===== config.mk =====
export PLATFORM = sky130hd
export DESIGN_NAME = sar_ctl
export DESIGN_NICKNAME = d
export VERILOG_FILES = /design/src/rtl/sar_ctl_pkg.sv /design/src/rtl/sar_ctl_sync.sv /design/src/rtl/sar_ctl_qual.sv /design/src/rtl/sar_ctl_engine.sv /design/src/rtl/sar_ctl.sv
export SDC_FILE = /design/constraint.sdc
export NUM_CORES = 1
export LEC_CHECK = 0
export CAP_MARGIN = 20
export CORE_AREA = 2 2 92 94
export CTS_CLUSTER_DIAMETER = 100
export DETAILED_ROUTE_END_ITERATION = 10
export DIE_AREA = 0 0 94 96
export HOLD_SLACK_MARGIN = 0.15
export PLACE_DENSITY_LB_ADDON = 0.15
export SYNTH_ARGS = -nofsm -noshare
export SYNTH_HDL_FRONTEND = slang
export SYNTH_HIERARCHICAL = 1
export SYNTH_SLANG_ARGS = --single-unit

===== constraint.sdc =====
create_clock -name clk -period 1.9 [get_ports clk]
set_input_delay 0.285 -clock clk [delete_from_list [all_inputs] [get_ports clk]]
set_output_delay 0.285 -clock clk [all_outputs]
set_load 0.03 [all_outputs]

===== src/rtl/sar_ctl_pkg.sv =====
package sar_ctl_pkg;

    typedef enum logic [1:0] {
        ENG_IDLE = 2'd0,
        ENG_CONV = 2'd1,
        ENG_XFER = 2'd2
    } eng_state_e;

    typedef enum logic {
        QL_WAIT = 1'b0,
        QL_ARM  = 1'b1
    } qual_state_e;

endpackage


===== src/rtl/sar_ctl_sync.sv =====
module sar_ctl_sync #(
    parameter int WIDTH  = 3,
    parameter int STAGES = 2
) (
    input  logic             clk,
    input  logic             rst_n,
    input  logic [WIDTH-1:0] din,
    output logic [WIDTH-1:0] dout
);

    logic [WIDTH-1:0] stage_q [STAGES];

    generate
        for (genvar s = 0; s < STAGES; s++) begin : g_stage
            if (s == 0) begin : g_first
                always_ff @(posedge clk or negedge rst_n) begin
                    if (!rst_n) stage_q[s] <= '0;
                    else        stage_q[s] <= din;
                end
            end else begin : g_next
                always_ff @(posedge clk or negedge rst_n) begin
                    if (!rst_n) stage_q[s] <= '0;
                    else        stage_q[s] <= stage_q[s-1];
                end
            end
        end
    endgenerate

    assign dout = stage_q[STAGES-1];

endmodule


===== src/rtl/sar_ctl_qual.sv =====
module sar_ctl_qual
    import sar_ctl_pkg::*;
#(
    parameter int MIN_LOW = 4
) (
    input  logic clk,
    input  logic rst_n,
    input  logic strobe_s,
    input  logic enable_n_s,
    input  logic upper_s,
    input  logic idle_i,
    output logic start_o
);

    localparam int CW = (MIN_LOW > 2) ? $clog2(MIN_LOW) : 1;

    typedef struct packed {
        qual_state_e   state;
        logic [CW-1:0] cnt;
        logic          prev;
        logic          start;
    } qual_t;

    qual_t q_q, q_d;

    logic fall;
    logic blocked;

    always_comb begin
        q_d       = q_q;
        q_d.prev  = strobe_s;
        q_d.start = 1'b0;
        fall      = q_q.prev & ~strobe_s;
        blocked   = enable_n_s | upper_s;
        case (q_q.state)
            QL_WAIT: begin
                if (fall && !blocked && idle_i) begin
                    q_d.state = QL_ARM;
                    q_d.cnt   = CW'(1);
                end
            end
            QL_ARM: begin
                if (strobe_s || blocked) begin
                    q_d.state = QL_WAIT;
                end else if (q_q.cnt == CW'(MIN_LOW - 1)) begin
                    q_d.start = 1'b1;
                    q_d.state = QL_WAIT;
                end else begin
                    q_d.cnt = q_q.cnt + CW'(1);
                end
            end
            default: q_d.state = QL_WAIT;
        endcase
    end

    always_ff @(posedge clk or negedge rst_n) begin
        if (!rst_n) q_q <= '{state: QL_WAIT, cnt: '0, prev: 1'b0, start: 1'b0};
        else        q_q <= q_d;
    end

    assign start_o = q_q.start;

    initial begin
        assert_min_low_param_R4: assert (MIN_LOW >= 2)
            else $error("MIN_LOW must be at least 2");
    end

    assert_start_needs_enable_R3: assert property (@(posedge clk) disable iff (!rst_n)
        q_q.start |-> $past(!enable_n_s && !upper_s));

    assert_start_needs_low_R4: assert property (@(posedge clk) disable iff (!rst_n)
        q_q.start |-> $past(!strobe_s));

    assert_arm_only_idle_R8: assert property (@(posedge clk) disable iff (!rst_n)
        (q_q.state == QL_ARM) |-> idle_i);

endmodule


===== src/rtl/sar_ctl_engine.sv =====
module sar_ctl_engine
    import sar_ctl_pkg::*;
#(
    parameter int NBITS = 12,
    parameter int TPB   = 2
) (
    input  logic             clk,
    input  logic             rst_n,
    input  logic             start_i,
    input  logic             tick_i,
    input  logic             cmp_ge_i,
    output logic [NBITS-1:0] code_o,
    output logic [NBITS-1:0] result_o,
    output logic             idle_o
);

    localparam int IW = $clog2(NBITS);
    localparam int TW = (TPB > 1) ? $clog2(TPB) : 1;
    localparam logic [NBITS-1:0] MSB_ONLY = {1'b1, {(NBITS-1){1'b0}}};

    typedef struct packed {
        eng_state_e       state;
        logic [NBITS-1:0] code;
        logic [NBITS-1:0] result;
        logic [IW-1:0]    idx;
        logic [TW-1:0]    tcnt;
    } eng_t;

    eng_t e_q, e_d;
    logic [NBITS-1:0] decided;

    always_comb begin
        e_d              = e_q;
        decided          = e_q.code;
        decided[e_q.idx] = cmp_ge_i;
        case (e_q.state)
            ENG_IDLE: begin
                if (start_i) begin
                    e_d.state = ENG_CONV;
                    e_d.code  = MSB_ONLY;
                    e_d.idx   = IW'(NBITS - 1);
                    e_d.tcnt  = '0;
                end
            end
            ENG_CONV: begin
                if (tick_i) begin
                    if (e_q.tcnt == TW'(TPB - 1)) begin
                        e_d.tcnt = '0;
                        e_d.code = decided;
                        if (e_q.idx == '0) begin
                            e_d.state  = ENG_XFER;
                            e_d.result = decided;
                        end else begin
                            e_d.code[e_q.idx - IW'(1)] = 1'b1;
                            e_d.idx                    = e_q.idx - IW'(1);
                        end
                    end else begin
                        e_d.tcnt = e_q.tcnt + TW'(1);
                    end
                end
            end
            ENG_XFER: e_d.state = ENG_IDLE;
            default:  e_d.state = ENG_IDLE;
        endcase
    end

    always_ff @(posedge clk or negedge rst_n) begin
        if (!rst_n) e_q <= '{state: ENG_IDLE, code: '0, result: '0, idx: '0, tcnt: '0};
        else        e_q <= e_d;
    end

    assign code_o   = e_q.code;
    assign result_o = e_q.result;
    assign idle_o   = (e_q.state == ENG_IDLE);

    assert_result_held_idle_R9: assert property (@(posedge clk) disable iff (!rst_n)
        (e_q.state != ENG_CONV) |=> $stable(e_q.result));

    assert_msb_trial_first_R10: assert property (@(posedge clk) disable iff (!rst_n)
        (e_q.state == ENG_IDLE && start_i) |=> (e_q.code == MSB_ONLY));

    assert_frozen_without_tick_R7: assert property (@(posedge clk) disable iff (!rst_n)
        (e_q.state == ENG_CONV && !tick_i) |=> ($stable(e_q.code) && e_q.state == ENG_CONV));

    assert_release_after_xfer_R5: assert property (@(posedge clk) disable iff (!rst_n)
        (e_q.state == ENG_XFER) |=> idle_o);

endmodule


===== src/rtl/sar_ctl.sv =====
module sar_ctl #(
    parameter int RES_BITS      = 12,
    parameter int TICKS_PER_BIT = 2,
    parameter int MIN_LOW_CLKS  = 4,
    parameter int SYNC_STAGES   = 2
) (
    input  logic                clk,
    input  logic                rst_n,
    input  logic                enable_n,
    input  logic                conv_strobe,
    input  logic                upper_sel,
    input  logic                tick,
    input  logic                cmp_ge,
    output logic [RES_BITS-1:0] trial_code,
    output logic                idle,
    output logic [RES_BITS-1:0] result
);

    logic [2:0] ctl_s;
    logic       start;
    logic       idle_w;

    sar_ctl_sync #(
        .WIDTH  (3),
        .STAGES (SYNC_STAGES)
    ) u_sync (
        .clk   (clk),
        .rst_n (rst_n),
        .din   ({upper_sel, enable_n, conv_strobe}),
        .dout  (ctl_s)
    );

    sar_ctl_qual #(
        .MIN_LOW (MIN_LOW_CLKS)
    ) u_qual (
        .clk        (clk),
        .rst_n      (rst_n),
        .strobe_s   (ctl_s[0]),
        .enable_n_s (ctl_s[1]),
        .upper_s    (ctl_s[2]),
        .idle_i     (idle_w),
        .start_o    (start)
    );

    sar_ctl_engine #(
        .NBITS (RES_BITS),
        .TPB   (TICKS_PER_BIT)
    ) u_engine (
        .clk      (clk),
        .rst_n    (rst_n),
        .start_i  (start),
        .tick_i   (tick),
        .cmp_ge_i (cmp_ge),
        .code_o   (trial_code),
        .result_o (result),
        .idle_o   (idle_w)
    );

    assign idle = idle_w;

    assert_no_start_when_busy_R8: assert property (@(posedge clk) disable iff (!rst_n)
        start |-> idle_w);

endmodule


== Word-level counts from Yosys, hierarchy flattened ==
Index checks and enable logic that the tools add are counted.
Word-level totals
  input bits: 7
  output and inout port bits: 25
  register bits: 42
  logic and storage cells: 74
Cells by class
  add/sub/neg operators: 3
  equality and inequality tests: 10
  reduce and logical (&&, ||, !) cells: 15
  order comparisons: 4
  mux-type cells: 26
  bitwise logic cells: 5
Operators by type and width (count)
  31-bit 2-to-1 mux: 1
  30-bit 2-to-1 mux: 1
  12-bit 2-to-1 mux: 2
  12-bit case mux with 2 select lines: 1
  14-bit 2-to-1 mux: 1
  12-bit bitwise mux: 1
  12-bit OR: 1
  4-bit AND reduction: 3
  4-bit by 5-bit less-than comparator with 1-bit output (second input constant): 2
  2-bit inequality test (second input constant): 5
  5-bit case mux with 2 select lines: 1
  1-bit demux with 4-bit select: 2
  4-bit by 1-bit >= comparator with 1-bit output (second input constant): 2
  1-bit 2-to-1 mux: 8
  2-bit 2-to-1 mux: 3
  2-bit by 1-bit inequality test with 1-bit output (second input constant): 3
  3-bit case mux with 2 select lines: 1
  3-bit AND reduction: 2
  5-bit 2-to-1 mux: 1
  5-bit AND reduction: 1
  1-bit logical AND: 4
  4-bit zero test: 1
  4-bit 2-to-1 mux: 1
  2-bit case mux with 2 select lines: 1
  13 further kinds: 14

== Logic depth before layout (Yosys ltp) ==
  word-level depth: 10
  gate-level depth with buffers: 7
  gate-level depth less buffers: 6

== Modules after synthesis ==
Netlist, hierarchy kept.
Modules (own cells, without submodules)
  sar_ctl_engine: times used 1, area an instance 1933.1 um2, cells an instance 211
  sar_ctl_qual: times used 1, area an instance 232.7 um2, cells an instance 22
  sar_ctl_sync: times used 1, area an instance 172.7 um2, cells an instance 9

== Worst setup path before layout ==
OpenSTA, ideal clock, no wires.
  path kind: register to register
  from: register u_engine/e_q[1] (netlist name)
  to: register u_engine.e_q (netlist bit u_engine/code_o[0])
  path buffers: 0
  setup time: 0.087 ns
  data arrival time: 1.555 ns
  slack: 0.258 ns
  cell stages (with the launch flop): 6
  clock period less this slack: 1.642 ns
  cells stage by stage: dfrtp_1 -> inv_1 -> ha_1 -> or2_2 -> or3_1 -> a22oi_1
Between the ends
  longest elaborated chain between the ends: 10
RTL lines
  start: declaration: RTL line sar_ctl_engine.sv:29  | eng_t e_q, e_d;
  start signal: assignment: RTL line sar_ctl_engine.sv:68  | if (!rst_n) e_q <= '{state: ENG_IDLE, code: '0, result: '0, idx: '0, tcnt: '0};
  4-bit by 1-bit subtractor with 4-bit output (tied with other cells): RTL line sar_ctl_engine.sv:54  | e_d.code[e_q.idx - IW'(1)] = 1'b1;
  4-bit by 5-bit less-than comparator with 1-bit output (implied by the code) (tied with other cells): RTL line sar_ctl_engine.sv:54
  1-bit logical AND (implied by the code) or 1-bit 2-to-1 mux (tied branches): RTL line sar_ctl_engine.sv:54, sar_ctl_engine.sv:35
  1-bit 2-to-1 mux (implied by the code) or 1-bit demux with 4-bit select (tied branches)
  1-bit demux with 4-bit select or 12-bit bitwise mux (tied branches)
  12-bit OR (no source line)
  12-bit 2-to-1 mux (*): RTL line sar_ctl_engine.sv:50  | if (e_q.idx == '0) begin
  30-bit 2-to-1 mux (*): RTL line sar_ctl_engine.sv:47  | if (e_q.tcnt == TW'(TPB - 1)) begin
  31-bit 2-to-1 mux (*): RTL line sar_ctl_engine.sv:46  | if (tick_i) begin
  12-bit case mux with 2 select lines (*): RTL line sar_ctl_engine.sv:36  | case (e_q.state)
Mark *: on every way between the ends. The rest lies on a longest branch, timed or not. The select of a mux whose other input is x is not followed.
A chain may end at the register's enable or synchronous reset.

== Worst setup path after layout ==
  from: register u_engine/e_q[3] (netlist name)
  to: register u_engine.e_q (netlist bit u_engine/code_o[1])
Same word-level chain as after synthesis.

==> key figures <==
Synth
  • Synth Net Count: 257
  • Share of synthesized registers carrying an async set or reset: 1.00
  • Simple-gate share of the synthesized area: 0.174
  • Combinational family with the most area after synthesis: simple AND/OR/NAND/NOR gates
  • Number of flip-flops and latches in the synthesized netlist: 42
  • Sequential cell area fraction in the yosys report: 0.449
  • Compound-Gate Fraction of Synth Area: 0.147
  • Count of different cell masters after synthesis: 41
  • Yosys warning total: 6
  • Average instance area after synthesis: 9.66 um^2
  • Adder-cell area share of the yosys netlist: 0.0428
  • Share of synthesized area spent on multiplexers: 0.0578
  • Synthesized netlist cell count: 242
  • Xor/xnor cell area share of the yosys netlist: 0
  • Number of enable flip-flop cells after synthesis: 0
  • Most used DFF post-synth: sky130_fd_sc_hd__dfrtp_1
  • Cell area after synthesis: 0.00234 mm^2

Clock tree
  • Library cell used as clock root buffer: sky130_fd_sc_hd__clkbuf_8
  • Clock Latency Late Sink: 0.29 ns
  • Level count of the clock H-tree: 2
  • Number of buffers inserted during clock tree synthesis: 5
  • Clock Sinks: 42
  • Clock transition at path regs: 0.08 ns
  • TritonCTS clock tree: built
  • Maximum count of clock buffers along a single path: 2

Timing
  • Setup repair after global routing missed its margin: false
  • Number of endpoints with negative hold slack in the final report: 0
  • Number of max-slew violations in the final report: 0
  • Max Clk Rate: 0.581 GHz
  • Setup skew after layout: 0.00275 ns
  • Fraction of the cycle the final worst path needs: 0.906
  • Final setup violation count: 0
  • Hold_ws: 0.351 ns
  • Max transition margin: 0.682
  • Worst Tran Pin Value: 0.476 ns
  • Time the worst path needs with I/O delays and setup: 1.72 ns

Setup path
  • Startpoint of the most critical register-to-register path: u_engine/e_q[3]$_DFFE_PN0P_
  • Data required time of the critical path: 2.10 ns
  • R2r endpoint: u_engine/code_o[1]$_DFFE_PN0P_
  • List of cells traversed by the critical path: nor2b_1 > nand2_1 > o31a_1 > o221ai_1
  • Crit-path max cell delay: 0.58 ns
  • Critical Path Source: u_engine/e_q[3]$_DFFE_PN0P_
  • Depth of the critical timing path with buffers and inverters included: 4
  • Family of cells with the greatest summed delay on the critical path: simple AND/OR/NAND/NOR gates
  • Master of the slowest instance on the critical path: sky130_fd_sc_hd__dfrtp_1
  • CP Max Fanout: 11
  • Critical Path Start Type: register
  • Flop-to-flop setup slack: 0.18 ns
  • End of the critical path: u_engine/code_o[1]$_DFFE_PN0P_
  • Path type of the worst setup path: reg2reg
  • Reg2reg path depth: 4
  • Worst endpoint data arrival time: 1.92 ns
  • Buffering stage count on the worst path with inverters included: 0
  • Crit end category: register

Place
  • Placed Area: 0.00263 mm^2
  • Number of buffer cells added on primary ports: 31
  • Post-detail-place hpwl: 3670 um
  • Weighted congestion reported at the end of routability-driven placement: 0.773

Routing
  • Highest layer used for signal routing: met4
  • DRC violations left: 0
  • Remaining antenna violation count after routing: 0
  • Total vias in the final route: 1726
  • Average detailed-routed wire length per instance: 13.9 um
  • Length of routed wiring on met1: 2500 um
  • Met3 wirelength from detailed routing: 225 um
  • Sum of met2 wire segment lengths after detailed routing: 2230 um
  • Iteration-0 DRC Markers: 89
  • Average via count per standard cell: 4.75
  • Detailed-route wire length: 5040 um
  • Initial DRT Pass Iterations: 4

Power and ir drop
  • Switching share of power: 0.425
  • Internal power: 2360 uW
  • Leak Pwr: 0.00121 uW
  • Proportion of power drawn by combinational gates: 0.517
  • Largest vdd supply drop: 0.376 mV
  • Proportion of power drawn by the clock network: 0.145
  • Net switching power: 1740 uW
  • Total power density per cell area: 1500 mW/mm^2
  • Sequential share of power: 0.339

Floorplan
  • Die Outline Area: 0.00902 mm^2
  • Core Footprint: 0.00805 mm^2
  • Row cnt: 33
  • Die width: 94 um
  • Initial standard-cell utilization of the core: 0.290
  • Vertical die dimension: 96 um
  • I/O pin total: 32

Final layout
  • Share of final-layout standard cells stronger than drive strength 1: 0.136
  • Antenna cell count: 0
  • Post-synthesis to final-layout area growth: 16.9%
  • Final Instance Area: 0.00273 mm^2
  • Fin nets: 272

Outcome
  • Run status: finished clean

GRT
  • Largest net degree at the start of global routing: 25
  • All-layer global routing usage: 0.122
  • Remaining Overflow, GRT: 0
  • Global-route wire length before repair: 8490 um
  • Initial antenna violation count: 0
  • Via count of the first global-routing pass: 1680

Min path
  • Worst Hold Class: reg2reg

Job
  • Maximum capacitance violations: 0
power by group through the flow:
stage | registers (uW) | clock network [uW] | logic [uW]
6_report | 1390 | 594 | 2120
5_1_grt | 1440 | 659 | 2340
4_1_cts | 1390 | 623 | 2130
3_5_place_dp | 1410 | 0 | 2130
3_3_place_gp | 1410 | 0 | 2140
2_1_floorplan | 1340 | 0 | 1620
logic make-up (layout without fill, tap and decap cells):
group / count (synthesis) / in the layout
AND/OR/NAND/NOR: 80 / 80
multiplexers: 13 / 13
adder cells (fa/ha/maj): 8 / 8
buffers and inverters: 47 / 63
flip-flops: 42 / 42
AO/OA/AOI/OAI: 52 / 52
final cells by class:
cell class,count,area [um^2]
fill,837,5320
clock buffer,7,86.3
tap,105,131
multi-input combinational,153,987
timing repair buffer,48,447
clock inverter,1,5.00
sequential,42,1050
inverter,7,26.3
cell usage after synthesis, types with 2 or more instances:
library cell,count,area [um^2]
sky130_fd_sc_hd__a21oi_1,6,30.0
sky130_fd_sc_hd__a22oi_1,2,15.0
sky130_fd_sc_hd__a31oi_1,3,18.8
sky130_fd_sc_hd__buf_2,6,30.0
sky130_fd_sc_hd__buf_4,31,233
sky130_fd_sc_hd__clkbuf_1,3,11.3
sky130_fd_sc_hd__dfrtp_1,42,1050
sky130_fd_sc_hd__ha_1,8,100
sky130_fd_sc_hd__inv_1,7,26.3
sky130_fd_sc_hd__mux2_2,4,45.0
sky130_fd_sc_hd__mux2i_1,9,90.1
sky130_fd_sc_hd__nand2_1,29,109
sky130_fd_sc_hd__nand3_1,21,105
sky130_fd_sc_hd__nand4_1,2,12.5
sky130_fd_sc_hd__nand4b_1,2,17.5
sky130_fd_sc_hd__nor2_1,8,30.0
sky130_fd_sc_hd__nor2b_1,5,31.3
sky130_fd_sc_hd__nor3_1,2,10.0
sky130_fd_sc_hd__o211ai_1,3,22.5
sky130_fd_sc_hd__o21a_1,2,15.0
sky130_fd_sc_hd__o21ai_0,20,100
sky130_fd_sc_hd__o221ai_1,6,52.6
sky130_fd_sc_hd__or3_1,3,18.8
registers in the layout (all words and copies together) (netlist names):
register           count
u_sync/stage_q         3
u_engine/code_o       12
u_engine/result_o     12
u_sync/dout            3
u_engine/e_q           7
u_qual/start_o         1
u_qual/q_q             4
how the worst min path moves through the flow:
stage / startpoint / endpoint / cells after the start
final: u_sync/stage_q[3]$_DFF_PN0_ / u_sync/dout[0]$_DFF_PN0_ / 0
after global routing: u_sync/stage_q[5]$_DFF_PN0_ / u_sync/dout[2]$_DFF_PN0_ / 0
after CTS: u_sync/stage_q[3]$_DFF_PN0_ / u_sync/dout[0]$_DFF_PN0_ / 0
after detailed placement: rst_n / u_engine/result_o[5]$_DFFE_PN0P_ / 1
after global placement: rst_n / u_engine/result_o[5]$_DFFE_PN0P_ / 1
after floorplan: rst_n / u_engine/code_o[0]$_DFFE_PN0P_ / 0
through the flow:
stage                      util  std cells  setup slack [ns]  TNS (ns)  power (uW)
after global placement    0.327        354            0.0310         0        3550
final                     0.340        363             0.179         0        4100
after global routing      0.340        363            0.0574         0        4430
after floorplan               -        242             0.258         0        2960
after CTS                 0.340        363             0.195         0        4150
after detailed placement  0.327        354           -0.0199   -0.0199        3540
layer usage:
layer / GRT usage / vias up
li1: - / 859
met1: 0.167 / 817
met2: 0.189 / 44
met3: 0.0266 / 6
met4: 0.0435 / 0
met5: 0 / -
cells in the final DEF, fill, tap and decap left out, types with 2 or more instances in the layout:
cell / netlist / final
sky130_fd_sc_hd__a22oi_1: 2 / 2
sky130_fd_sc_hd__nand2_1: 29 / 29
sky130_fd_sc_hd__a31oi_1: 3 / 3
sky130_fd_sc_hd__clkdlybuf4s50_1: 0 / 29
sky130_fd_sc_hd__dfrtp_1: 42 / 42
sky130_fd_sc_hd__nor3_1: 2 / 2
sky130_fd_sc_hd__inv_1: 7 / 7
sky130_fd_sc_hd__or3_1: 3 / 3
sky130_fd_sc_hd__nor2b_1: 5 / 5
sky130_fd_sc_hd__mux2_2: 4 / 4
sky130_fd_sc_hd__nand4_1: 2 / 2
sky130_fd_sc_hd__nor2_1: 8 / 8
sky130_fd_sc_hd__nand4b_1: 2 / 2
sky130_fd_sc_hd__ha_1: 8 / 8
sky130_fd_sc_hd__buf_4: 31 / 15
sky130_fd_sc_hd__mux2i_1: 9 / 9
sky130_fd_sc_hd__nand3_1: 21 / 21
sky130_fd_sc_hd__o221ai_1: 6 / 6
sky130_fd_sc_hd__clkbuf_8: 0 / 6
sky130_fd_sc_hd__o21a_1: 2 / 2
sky130_fd_sc_hd__o21ai_0: 20 / 20
sky130_fd_sc_hd__a21oi_1: 6 / 6
sky130_fd_sc_hd__o211ai_1: 3 / 3
repair_timing:
| action | in CTS | in global routing |
|---|---|---|
| endpoints found under the setup margin | 1 | 0 |
| buffers inserted | 0 | 0 |
| gates resized for setup | 1 | 0 |
| hold buffers | 1 | 0 |
| endpoints found under the hold margin | 14 | 0 |
Power figures use the tool's default switching activity.
